$ cat src/rtl/irq_accept.sv
module irq_accept #(
  parameter int N_SRC = 8,
  localparam int IDX_W = (N_SRC > 1) ? $clog2(N_SRC) : 1
) (
  input  logic             clk,
  input  logic             rst,
  input  logic             retire,
  input  logic             op_set,
  input  logic             op_clr,
  input  logic             op_ret,
  input  logic [N_SRC-1:0] irq_req,
  input  logic [N_SRC-1:0] irq_en,
  output logic             take,
  output logic [IDX_W-1:0] take_idx,
  output logic             gie
);

  logic [N_SRC-1:0] live;
  logic [IDX_W-1:0] win;
  logic             quiet_op;
  logic             accept;

  assign live     = irq_req & irq_en;
  assign quiet_op = ~(op_set | op_clr | op_ret);
  assign accept   = retire & gie & quiet_op & (|live);

  always_comb begin
    win = '0;
    for (int i = N_SRC - 1; i >= 0; i--)
      if (live[i]) win = IDX_W'(i);
  end

  always_ff @(posedge clk) begin
    if (rst) begin
      gie      <= 1'b0;
      take     <= 1'b0;
      take_idx <= '0;
    end else begin
      take <= accept;
      if (accept) begin
        gie      <= 1'b0;
        take_idx <= win;
      end else if (retire) begin
        if (op_clr)
          gie <= 1'b0;
        else if (op_set | op_ret)
          gie <= 1'b1;
      end
    end
  end

endmodule


$ cat config.mk
export PLATFORM = sky130hd
export DESIGN_NAME = irq_accept
export DESIGN_NICKNAME = d
export VERILOG_FILES = /design/src/rtl/irq_accept.sv
export SDC_FILE = /design/constraint.sdc
export NUM_CORES = 1
export LEC_CHECK = 0
export ABC_AREA = 1
export BUFFER_PORTS_ARGS = -buffer_cell sky130_fd_sc_hd__buf_2
export CAP_MARGIN = 25
export CORE_AREA = 5 5 42 44
export DETAILED_ROUTE_END_ITERATION = 10
export DIE_AREA = 0 0 47 49
export PLACE_DENSITY = 0.65
export SYNTH_ARGS = -nofsm -noshare
export SYNTH_HDL_FRONTEND = slang
export SYNTH_SLANG_ARGS = --single-unit
$ cat constraint.sdc
create_clock -name clk -period 2.8 [get_ports clk]
set_clock_uncertainty 0.2 [all_clocks]
set_input_delay 0.14 -clock clk [delete_from_list [all_inputs] [get_ports clk]]
set_output_delay 0.14 -clock clk [all_outputs]
set_load 0.005 [all_outputs]
==> results.md <==
* Status: complete, no violations
* Total CTS buffers at 3
* Worst R2R Setup Slack at roughly 1.7 ns
* Cells after Synth at 54
* Antenna viol nets, final at 0
* DR vias at 411
* Placed Cells at 96
* Reg clk slew, reported paths at around 0.040 ns
* WHS at 0.0174 ns
* Clock group share of total power at 0.398
* 1st-pass router iterations at 1
* Non-filler cells, final at 100
* Die Width at 47 um
* Hold Fails Final Rpt at 0
* Crit path largest cell delay at 0.37 ns
* Postcts setup bufs at 0
* NetSw at 0.0523 mW
* Drt via density at approximately 4.1
* CTS Buffer Depth at 2
* # hold bufs at CTS at 0
* Worst Max-Slew Pin Slew at between 0.1 and 0.15 ns
* Crit path DAT at 1.02 ns
* Root buffer selected by CTS: clkbuf_4
* Dpl ws at 1.67 ns
* Fin worst setup slack at 1.70 ns
* CP startpoint kind: flop
* Clock Latency Late Sink at 0.23 ns
* Number of global-route vias before repair at between 300 and 400
* Worst VDD drop at between 0.1 and 0.15 mV
* Global-route wire length before repair at 1320 um
* Final setup violation count at 0
* Area delta synth->final at 47.5%
* Core Box Area at 1400 um^2
* Number of max-cap violations at 0
* Seq pwr share at 0.367
* WL/cell at 7.79 um
* Final net count at 107
* Largest net degree at the start of global routing at 6
* Initial antenna violation count at 0
* DIE AREA at 2300 um^2
* Critical Path, Cell by Cell: nand2_4 > nor2_4 > nand2_2 > nand3_1 > o21ai_1
* HPWL after DPL at 719 um
* Post-CTS Resized at 0
* Grt total ovfl at 0
* Port Buffers at 26
* DRC at 0
* Synth Register Bits at 5
* Gpl congestion at 0.668
* Cell Int Power at approximately 0.15 mW
* Period utilization at 0.394
* Core Rows at 14
* RSZ-0062 raised after global routing: no
* Worst path slowest cell: dfxtp_1
* TNS Setup at 0 ns
* Final wirelength at 779 um
* Family with the most delay on the worst path: flip-flops
* Max-Slew Margin vs Limit at 0.904
* CP bufs+invs at 0
* Starting Density at 0.265
* Synth cell types at 16
* Max-slew violations at 0
* Clock period minus worst slack at 1.10 ns
* Antenna diodes at 0
* WP data required at 2.72 ns
* Worst Path Max Fanout at 4
* CTS tree: built
* # IOs at 27
* Clock sinks at 5
* Pwr dens at 366 nW/um^2
* Critical path class: reg2reg
* Hold crit path type: in2reg
* Avg Inst Size Synth at 6.88 um^2
* Power Total at 0.201 mW
* Crit. End Element: flop
* Fmax at 906 MHz
* Die Y at between 40 and 50 um
* Initial DRC count at 0
* Comb power frac at 0.235
* Seq/Total Area, Yosys at 0.269
* Syn Nets at 76
* Area of the mapped netlist at 372 um^2
* Net Sw Frac at 0.261
* Syn. warnings at 0
* H-tree Lvls at 1
* Leak at 0.322 nW
* Layout cells sized above 1 at 0.571
* Total GRT Usage at 0.0775
-- power by group through the flow --
stage / clock network (mW) / registers, mW / logic [mW]
after floorplan: 0 / 0.0749 / 0.0280
after global placement: 0 / 0.0747 / 0.0475
after detailed placement: 0 / 0.0748 / 0.0479
after CTS: 0.0849 / 0.0735 / 0.0483
after global routing: 0.0890 / 0.0735 / 0.0542
final: 0.0799 / 0.0735 / 0.0472
-- path summary, 6_finish.rpt --
check | start | endpoint | cells past startpoint
worst max-delay path | gie | take_idx[2] | 5
worst min-delay path | irq_en[1] | take_idx[0] | 5
worst max register to register | gie | take_idx[2] | 5
worst min register to register | take_idx[1] | take_idx[1] | 2
-- per-layer routing --
layer	wire [um]	GRT usage	part of all wire
met1	321	0.0903	0.41
met2	327	0.113	0.42
met3	126	0.0258	0.16
met4	4	0.0553	0.0051
met5	0	0	0
-- cell type report --
type                       count  area (um^2)
fill                         175          853
multi-input combinational     44          251
timing repair buffer          26          130
sequential                     5          100
clock buffer                   4         26.3
inverter                       5         20.0
tap                           16         20.0
-- cells by family (layout without fill, tap and decap cells) --
| family | Yosys count | after routing | synth area share |
|---|---|---|---|
| DFF | 5 | 5 | 0.269 |
| buffers and inverters | 5 | 35 | 0.0539 |
| and+or+nand+nor | 40 | 40 | 0.619 |
| AOI/OAI and AO/OA | 4 | 4 | 0.0572 |
-- state kept, by name, summed over array words and instances, names as in the netlist --
| name | cells |
|---|---|
| take | 1 |
| take_idx | 3 |
| gie | 1 |
-- through the flow --
step	util	cell area [um^2]
3_5_place_dp	0.372	522
4_1_cts	0.391	548
5_1_grt	0.391	548
3_3_place_gp	0.372	522
6_report	0.391	548
2_1_floorplan	-	372
-- layout by cell type, fill, tap and decap left out --
cell type,n
nor2_4,3
nand3_1,3
nand2_2,8
nor2_1,3
o21ai_0,1
inv_2,2
clkbuf_4,3
a31oi_1,1
nand3_4,1
a21oi_1,1
dfxtp_1,5
inv_1,2
clkinv_2,1
nand2_1,18
o21ai_1,1
clkbuf_1,1
nor2_2,2
buf_2,26
nand2_4,2
-- cells in the mapped netlist --
cell type,instances,area share
nor2_4,3,0.091
nand2_4,2,0.061
o21ai_0,1,0.013
nand3_1,3,0.040
inv_1,2,0.020
a31oi_1,1,0.017
nand2_2,8,0.13
inv_2,2,0.020
o21ai_1,1,0.013
clkinv_2,1,0.013
nand2_1,18,0.18
nand3_4,1,0.047
nor2_2,2,0.034
a21oi_1,1,0.013
dfxtp_1,5,0.27
nor2_1,3,0.030
-- worst register-to-register path, delay by kind of cell, from the launching register on --
family / cells / cell delay [ns]
flip-flops: 1 / 0.37
AO/OA/AOI/OAI: 1 / 0.06
AND/OR/NAND/NOR: 4 / 0.36
Note: power is estimated with default switching activity, not from simulation.
